## src/rtl/pdt_stat_pkg.sv

```systemverilog
package pdt_stat_pkg;
   localparam int STAT_W    = 32;
   localparam int MAX_PT    = 8;
   localparam int HIT_LSB   = 16;
   localparam int ERR_LSB   = 0;
endpackage

```

## src/rtl/pdt_cmp_bank.sv

```systemverilog
module pdt_cmp_bank #(
   parameter int NUM_PT = 8,
   parameter int CNT_W  = 16
) (
   input  logic [CNT_W-1:0]        cnt_val,
   input  logic [NUM_PT*CNT_W-1:0] dly_flat,
   output logic [NUM_PT-1:0]       hit
);
   for (genvar m = 0; m < NUM_PT; m++) begin : g_lane
      assign hit[m] = (cnt_val == dly_flat[m*CNT_W +: CNT_W]);
   end
endmodule

```

## src/rtl/pdt_seq_arb.sv

```systemverilog
module pdt_seq_arb #(
   parameter int NUM_PT = 8
) (
   input  logic              clk,
   input  logic              rst_n,
   input  logic [NUM_PT-1:0] fire,
   input  logic              conv_done,
   output logic [NUM_PT-1:0] trg_q,
   output logic              busy_q,
   output logic [NUM_PT-1:0] reject
);
   logic [NUM_PT-1:0] low_pick;
   logic [NUM_PT-1:0] grant;

   if (NUM_PT == 1) begin : g_single
      assign low_pick = fire;
   end else begin : g_multi
      assign low_pick = fire & (~fire + NUM_PT'(1));
   end

   assign grant  = busy_q ? '0 : low_pick;
   assign reject = fire & ~grant;

   always_ff @(posedge clk or negedge rst_n) begin
      if (!rst_n) begin
         trg_q  <= '0;
         busy_q <= 1'b0;
      end else begin
         trg_q  <= grant;
         busy_q <= (busy_q & ~conv_done) | (|grant);
      end
   end


   done_clears_busy_chk: assert property (@(posedge clk) disable iff (!rst_n)
      (busy_q && conv_done) |=> !busy_q);

   single_trigger_chk: assert property (@(posedge clk) disable iff (!rst_n)
      $onehot0(trg_q));
endmodule

```

## src/rtl/pdt_flag_bank.sv

```systemverilog
module pdt_flag_bank #(
   parameter int NUM_PT     = 8,
   parameter bit CLR_ON_ONE = 1'b0
) (
   input  logic              clk,
   input  logic              rst_n,
   input  logic [NUM_PT-1:0] set_vec,
   input  logic              wr_en,
   input  logic [NUM_PT-1:0] wr_bits,
   output logic [NUM_PT-1:0] flag_q
);
   logic [NUM_PT-1:0] clr_vec;

   if (CLR_ON_ONE) begin : g_w1c
      assign clr_vec = wr_en ? wr_bits : '0;
   end else begin : g_w0c
      assign clr_vec = wr_en ? ~wr_bits : '0;
   end

   always_ff @(posedge clk or negedge rst_n) begin
      if (!rst_n) flag_q <= '0;
      else        flag_q <= set_vec | (flag_q & ~clr_vec);
   end

   for (genvar m = 0; m < NUM_PT; m++) begin : g_chk

      set_dominates_chk: assert property (@(posedge clk) disable iff (!rst_n)
         set_vec[m] |=> flag_q[m]);

      clear_takes_chk: assert property (@(posedge clk) disable iff (!rst_n)
         (wr_en && (wr_bits[m] == CLR_ON_ONE) && !set_vec[m]) |=> !flag_q[m]);

      hold_chk: assert property (@(posedge clk) disable iff (!rst_n)
         (!set_vec[m] && !(wr_en && (wr_bits[m] == CLR_ON_ONE)))
         |=> (flag_q[m] == $past(flag_q[m])));
   end
endmodule

```

## src/rtl/pdt_chan_status.sv

```systemverilog
module pdt_chan_status
   import pdt_stat_pkg::*;
#(
   parameter int NUM_PT = 8,
   parameter int CNT_W  = 16
) (
   input  logic                    clk,
   input  logic                    rst_n,
   input  logic [CNT_W-1:0]        cnt_val,
   input  logic [NUM_PT*CNT_W-1:0] dly_flat,
   input  logic [NUM_PT-1:0]       pt_en,
   input  logic                    conv_done,
   input  logic                    wr_en,
   input  logic [STAT_W-1:0]       wr_data,
   output logic [NUM_PT-1:0]       trg_o,
   output logic                    conv_busy_o,
   output logic [STAT_W-1:0]       stat_o
);
   if (NUM_PT < 1 || NUM_PT > MAX_PT) begin : g_bad_lanes
      $error("pdt_chan_status: NUM_PT out of range");
   end
   if (CNT_W < 1) begin : g_bad_cnt
      $error("pdt_chan_status: CNT_W must be positive");
   end

   logic [NUM_PT-1:0] hit;
   logic [NUM_PT-1:0] fire;
   logic [NUM_PT-1:0] reject;
   logic [NUM_PT-1:0] hit_q;
   logic [NUM_PT-1:0] err_q;
   logic              unused_wr;

   assign unused_wr = ^wr_data;

   pdt_cmp_bank #(.NUM_PT(NUM_PT), .CNT_W(CNT_W)) cmp_i (
      .cnt_val (cnt_val),
      .dly_flat(dly_flat),
      .hit     (hit)
   );

   assign fire = hit & pt_en;

   pdt_seq_arb #(.NUM_PT(NUM_PT)) arb_i (
      .clk      (clk),
      .rst_n    (rst_n),
      .fire     (fire),
      .conv_done(conv_done),
      .trg_q    (trg_o),
      .busy_q   (conv_busy_o),
      .reject   (reject)
   );

   pdt_flag_bank #(.NUM_PT(NUM_PT), .CLR_ON_ONE(1'b0)) hit_flags_i (
      .clk    (clk),
      .rst_n  (rst_n),
      .set_vec(hit),
      .wr_en  (wr_en),
      .wr_bits(wr_data[HIT_LSB +: NUM_PT]),
      .flag_q (hit_q)
   );

   pdt_flag_bank #(.NUM_PT(NUM_PT), .CLR_ON_ONE(1'b1)) err_flags_i (
      .clk    (clk),
      .rst_n  (rst_n),
      .set_vec(reject),
      .wr_en  (wr_en),
      .wr_bits(wr_data[ERR_LSB +: NUM_PT]),
      .flag_q (err_q)
   );

   always_comb begin
      stat_o = '0;
      stat_o[HIT_LSB +: NUM_PT] = hit_q;
      stat_o[ERR_LSB +: NUM_PT] = err_q;
   end


   reserved_zero_chk: assert property (@(posedge clk) disable iff (!rst_n)
      (stat_o[31:24] == 8'h00) && (stat_o[15:8] == 8'h00));

   no_trigger_when_busy_chk: assert property (@(posedge clk) disable iff (!rst_n)
      conv_busy_o |=> (trg_o == '0));

   busy_fire_errors_chk: assert property (@(posedge clk) disable iff (!rst_n)
      (conv_busy_o && (|(hit & pt_en))) |=> (|err_q));

   disabled_lane_quiet_chk: assert property (@(posedge clk) disable iff (!rst_n)
      (trg_o & ~$past(pt_en)) == '0);
endmodule

```

## config.mk

```make
export PLATFORM = sky130hd
export DESIGN_NAME = pdt_chan_status
export DESIGN_NICKNAME = d
export VERILOG_FILES = /design/src/rtl/pdt_stat_pkg.sv /design/src/rtl/pdt_cmp_bank.sv /design/src/rtl/pdt_seq_arb.sv /design/src/rtl/pdt_flag_bank.sv /design/src/rtl/pdt_chan_status.sv
export SDC_FILE = /design/constraint.sdc
export NUM_CORES = 1
export LEC_CHECK = 0
export ABC_AREA = 1
export BUFFER_PORTS_ARGS = -buffer_cell sky130_fd_sc_hd__buf_2
export CORE_MARGIN = 1.5
export CORE_UTILIZATION = 35
export DETAILED_ROUTE_END_ITERATION = 8
export MAX_ROUTING_LAYER = met4
export PLACE_DENSITY_LB_ADDON = 0.05
export SYNTH_ARGS = -nofsm -noshare
export SYNTH_HDL_FRONTEND = slang
export SYNTH_SLANG_ARGS = --single-unit
```

## constraint.sdc

```tcl
create_clock -name clk -period 1.25 [get_ports clk]
set_input_delay 0.125 -clock clk [delete_from_list [all_inputs] [get_ports clk]]
set_output_delay 0.125 -clock clk [all_outputs]
set_load 0.05 [all_outputs]
```

-- Word level (Yosys, flattened, before mapping)
Index checks and enable logic that the tools add are counted.
- reduce and logical (&&, ||, !) cells: 1
- divide/modulo/power cells: 0
- mux-type cells: 3
- add/sub/neg operators: 1
- shifts and indexed selects: 0
- order comparisons: 0
- multiply operators: 0
- eq/ne operators: 8
- bitwise logic cells: 15
- operators by type and width (cell ; count):
    16-bit == test ; 8
    8-bit bitwise AND ; 5
    8-bit NOT ; 5
    8-bit two-way mux ; 3
    8-bit bitwise OR ; 2
    8-bit by 1-bit adder with 8-bit output, second input constant ; 1
    8-bit OR reduction ; 1
    1-bit bitwise AND ; 1
    1-bit NOT ; 1
    1-bit bitwise OR ; 1
- memories kept: 0
- ROM bits: 0
- register bits: 25
- latch bits: 0
- output and inout port bits: 41
- RAM bits: 0

-- Longest topological paths before layout
- depth after elaboration: 9
- gate-level depth with buffers: 15
- mapped depth without buffers: 14

-- Modules after synthesis
Synthesis repeated with hierarchy kept, for this count alone.
- cells, all modules: 579
- area, all modules: 3319.4 sq um
- modules (own cells, without submodules) (module ; instances ; area each (sq um) ; seq. area each (sq um) ; cells each):
    pdt_cmp_bank ; 1 ; 1973.1 ; 0.0 ; 389
    pdt_seq_arb ; 1 ; 481.7 ; 225.2 ; 67
    pdt_flag_bank (hit_flags_i) ; 1 ; 355.3 ; 200.2 ; 49
    pdt_flag_bank (err_flags_i) ; 1 ; 325.3 ; 200.2 ; 41
    pdt_chan_status ; 1 ; 183.9 ; 0.0 ; 33

-- Least setup slack after synthesis
No wires, ideal clock.
- path kind: register to register
- start: reg arb_i.busy_q
- end: reg arb_i.busy_q
- slack: -0.317 ns
- cell stages (with the launch flop): 7
- period minus slack after synthesis: 1.567 ns
- arrival time: 1.448 ns
- required time: 1.131 ns
- path through: dfrtp_1 > clkinv_1 > nand2_4 > a21o_1 > nand2_1 > nor2_1 > nand2_1
- longest elaborated chain between the ends: 3
- ends and longest elaborated chain (item ; RTL line ; text):
    from (decl) ; pdt_seq_arb.sv:9 ; output logic busy_q,
    from (signal assigned) ; pdt_seq_arb.sv:30 ; busy_q <= (busy_q & ~conv_done) | (|grant);
    8-bit two-way mux ; pdt_seq_arb.sv:21 ; assign grant = busy_q ? '0 : low_pick;
    8-bit OR reduction ; pdt_seq_arb.sv:30 ;
    1-bit bitwise OR (*) ; pdt_seq_arb.sv:30 ;
Every way passes the cells marked *; elsewhere a longest branch is shown, timed or not.

-- Worst setup path in the final report
- start: in cnt_val[15]
- end: reg arb_i.busy_q
- longest elaborated chain between the ends: 8
- ends and longest elaborated chain (item ; RTL line ; text):
    from (decl) ; pdt_chan_status.sv:9 ; input logic [CNT_W-1:0] cnt_val,
    16-bit == test ; pdt_cmp_bank.sv:10 ; assign hit[m] = (cnt_val == dly_flat[m*CNT_W +: CNT_W]);
    8-bit bitwise AND (*) ; pdt_chan_status.sv:41 ; assign fire = hit & pt_en;
    8-bit NOT ; pdt_seq_arb.sv:18 ; assign low_pick = fire & (~fire + NUM_PT'(1));
    8-bit by 1-bit adder with 8-bit output ; pdt_seq_arb.sv:18 ;
    8-bit bitwise AND (*) ; pdt_seq_arb.sv:18 ;
    8-bit two-way mux (*) ; pdt_seq_arb.sv:21 ;
    8-bit OR reduction (*) ; pdt_seq_arb.sv:30 ;
    1-bit bitwise OR (*) ; pdt_seq_arb.sv:30 ;
Marked as above.

==> results.sh <==
export IMPL_status="finished, violations left"
export IMPL_violations="negative setup slack"
export IMPL_reg2reg_slack_ns=0.02
export IMPL_max_freq_ghz=0.7514
export IMPL_start_util_pct=36.35
export IMPL_critPathKind="input port to register"
export IMPL_intPower_mw=1.538
export IMPL_rsz0062_at_grt="yes"
export IMPL_drive_gt1_share_pct=37.13
export IMPL_tightest_slew_ns=0.5611
export IMPL_pwr_share_comb_pct=47.9
export IMPL_async_flop_share_pct=100.0
export IMPL_viasPerCell=4.223
export IMPL_synth_edf_count=0
export IMPL_cp_max_fo=8
export IMPL_fill_cells=1054
export IMPL_layout_nets=1024
export IMPL_whs_path_depth=3
export IMPL_ys_seq_elements=25
export IMPL_synth_cell_types=29
export IMPL_cts_root_buf="clkbuf_8"
export IMPL_gp_congestion=0.8603
export IMPL_cts_max_path_buffers=2
export IMPL_ant_nets=0
export IMPL_die_h_um=104.0
export IMPL_drt_iter0_markers=113
export IMPL_whs_ns=0.09627
export IMPL_r2r_end="arb_i.busy_q$_DFF_PN0_"
export IMPL_cp_required_ns=1.41
export IMPL_pwr_share_clk_pct=19.6
export IMPL_grt_pass1_vias=3787
export IMPL_synthToLayoutAreaGrowth_pct=42.62
export IMPL_core_area_um2=9819
export IMPL_rows=36
export IMPL_track_usage_pct=20.02
export IMPL_wl_per_cell_um=11.55
export IMPL_numCtsBuffers=3
export IMPL_setup_viol=1
export IMPL_endpoint_kind="register"
export IMPL_yosysWarnings=0
export IMPL_start_kind="input port"
export IMPL_layout_common_cells="nand2_1, buf_2, inv_1, nor2_1, xor2_1"
export IMPL_finalCriticalPeriod_ns=1.331
export IMPL_grt_max_degree=26
export IMPL_h_tree_depth=1
export IMPL_portBuffers=196
export IMPL_finish_utilization_pct=51.85
export IMPL_synth_cells=621
export IMPL_switching_share_pct=38.11
export IMPL_grt_pass1_wl_mm=17.30
export IMPL_ff2ff_path_depth=8
export IMPL_drv_cap=0
export IMPL_routed_wl_mm=11.18
export IMPL_clock_latency_ns=0.27
export IMPL_power_frac_seq_pct=32.5
export IMPL_p_leak_nw=3.204
export IMPL_gr_total_overflow=0
export IMPL_r2r_start="arb_i.busy_q$_DFF_PN0_"
export IMPL_ys_seq_area_share_pct=17.53
export IMPL_fp_dieW_um=104.0
export IMPL_place_ws_ns=-0.4710
export IMPL_setup_slack_ns=-0.08084
export IMPL_switching_power_mw=0.9471
export IMPL_final_common_cell="nand2_1"
export IMPL_final_cells=968
export IMPL_slew_viol_final=0
export IMPL_endpoint="arb_i.busy_q$_DFF_PN0_"
export IMPL_dp_cells=952
export IMPL_clkTransAtPathRegs_ns=0.09
export IMPL_fin_crit_sh_pct=106.5
export IMPL_dr_pass1_iters=5
export IMPL_crit_arrival_ns=1.49
export IMPL_ir_worst_vdd_mv=0.3208
export IMPL_grt_antenna_before_repair=0
export IMPL_drcViolationCount=0
export IMPL_finalHoldViolCount=0
export IMPL_cts_tree="built"
export IMPL_vias=4088
export IMPL_dpl_hpwl_mm=9.318
export IMPL_pin_count=229
export IMPL_dieArea_um2=10810
export IMPL_max_slew_margin_pct=62.60
export IMPL_synthesis_area_per_instance_um2=5.748
export IMPL_netlist_area_um2=3570
export IMPL_critPathLaunch="cnt_val[15]"
export IMPL_clock_sinks=25
export IMPL_hp_class="input port to register"
export IMPL_insertedDiodeCount=0
export IMPL_skew_ns=0.002963
export IMPL_synth_top_flop_cell="dfrtp_1"
export IMPL_power_density_nw_per_um2=488.2
## through the flow
| stage | area [um2] | total power, mW | setup TNS (ns) |
|---|---|---|---|
| 3_3_place_gp | 4634 | 1.903 | -5.419 |
| 6_report | 5091 | 2.485 | -0.08084 |
| 4_1_cts | 4771 | 2.433 | -0.1245 |
| 3_5_place_dp | 4634 | 1.912 | -5.578 |
| 5_1_grt | 5091 | 2.689 | -0.4200 |
| 2_1_floorplan | 3641 | 1.564 | -0.04747 |
## worst max-delay path, stage by stage
cell and delay, ns:
buf_12 0.12, buf_4 0.13, nand2_2 0.05, nand2_1 0.05
nor2_1 0.08, nand2_1 0.10, nor2_4 0.16, nand3_4 0.12
nand3_4 0.14, nor2_2 0.06, nand2_1 0.09, nand2_2 0.07
nor2_4 0.11, nand2_1 0.06
## cell usage after synthesis, drive strengths merged (2+ instances only)
cell	instances	area [um2]
buf	32	292.8
nand2	283	1085
o21ai	14	70.06
dfrtp	25	625.6
nand4	3	18.77
nor2	93	409.1
xor2	56	490.5
nand3	10	120.1
inv	91	361.6
clkinv	2	7.510
xnor2	4	35.03
nor3	2	15.01
## per-layer routing
layer	vias up	GRT usage [%]	share of wire (%)
met1	1743	23.82	43
met2	137	36.47	51
met4	0	3.075	1.0
li1	2198	-	-
met3	10	2.757	5.3
met5	-	-	0
## cell families after synthesis
group,Yosys count,share of synthesized area [%]
xor+xnor,60,14.72
compound gates,16,2.313
simple gates,393,46.69
buf+inv,126,18.65
other cells,1,0.1051
flops,25,17.53
## sequential cells by signal, summed over array words and instances, names as in the netlist
signal	count
arb_i.busy_q	1
hit_flags_i.flag_q	8
arb_i.trg_q	8
err_flags_i.flag_q	8
## repair_timing
item                                    4_1_cts  5_1_grt
endpoints found under the hold margin        25        0
gates cloned                                  0        1
endpoints found under the setup margin       13       13
gates resized for setup                      25       61
buffers inserted                              0       10
pin swaps                                     4       47
hold buffers                                  1        0
## power groups by stage
stage | clock network, mW | registers (mW) | logic [mW]
after floorplan | 0 | 0.825 | 0.739
after global placement | 0 | 0.824 | 1.08
after detailed placement | 0 | 0.824 | 1.09
after CTS | 0.504 | 0.808 | 1.12
after global routing | 0.543 | 0.809 | 1.34
final | 0.487 | 0.808 | 1.19
## final cells by class
class / count / area (um2) / area share [%]
Clock buffer: 3 / 41.29 / 0.8110
Tap cell: 133 / 166.4 / 3.269
Inverter: 93 / 372.9 / 7.324
Timing Repair Buffer: 228 / 1374 / 26.98
Multi-Input combinational cell: 485 / 2502 / 49.15
Clock inverter: 1 / 7.507 / 0.1475
Sequential cell: 25 / 626.9 / 12.31
## worst min-delay path by stage
| stage | start | slack, ns | end |
|---|---|---|---|
| floorplan | rst_n | -0.17 | arb_i.busy_q$_DFF_PN0_ |
| global placement | rst_n | 0.15 | err_flags_i.flag_q[0]$_DFF_PN0_ |
| detailed placement | rst_n | 0.15 | err_flags_i.flag_q[0]$_DFF_PN0_ |
| CTS | wr_data[20] | 0.09 | hit_flags_i.flag_q[4]$_DFF_PN0_ |
| global route | wr_data[23] | 0.1 | hit_flags_i.flag_q[7]$_DFF_PN0_ |
| finish | wr_data[20] | 0.1 | hit_flags_i.flag_q[4]$_DFF_PN0_ |
(Power assumes the default switching activity.)
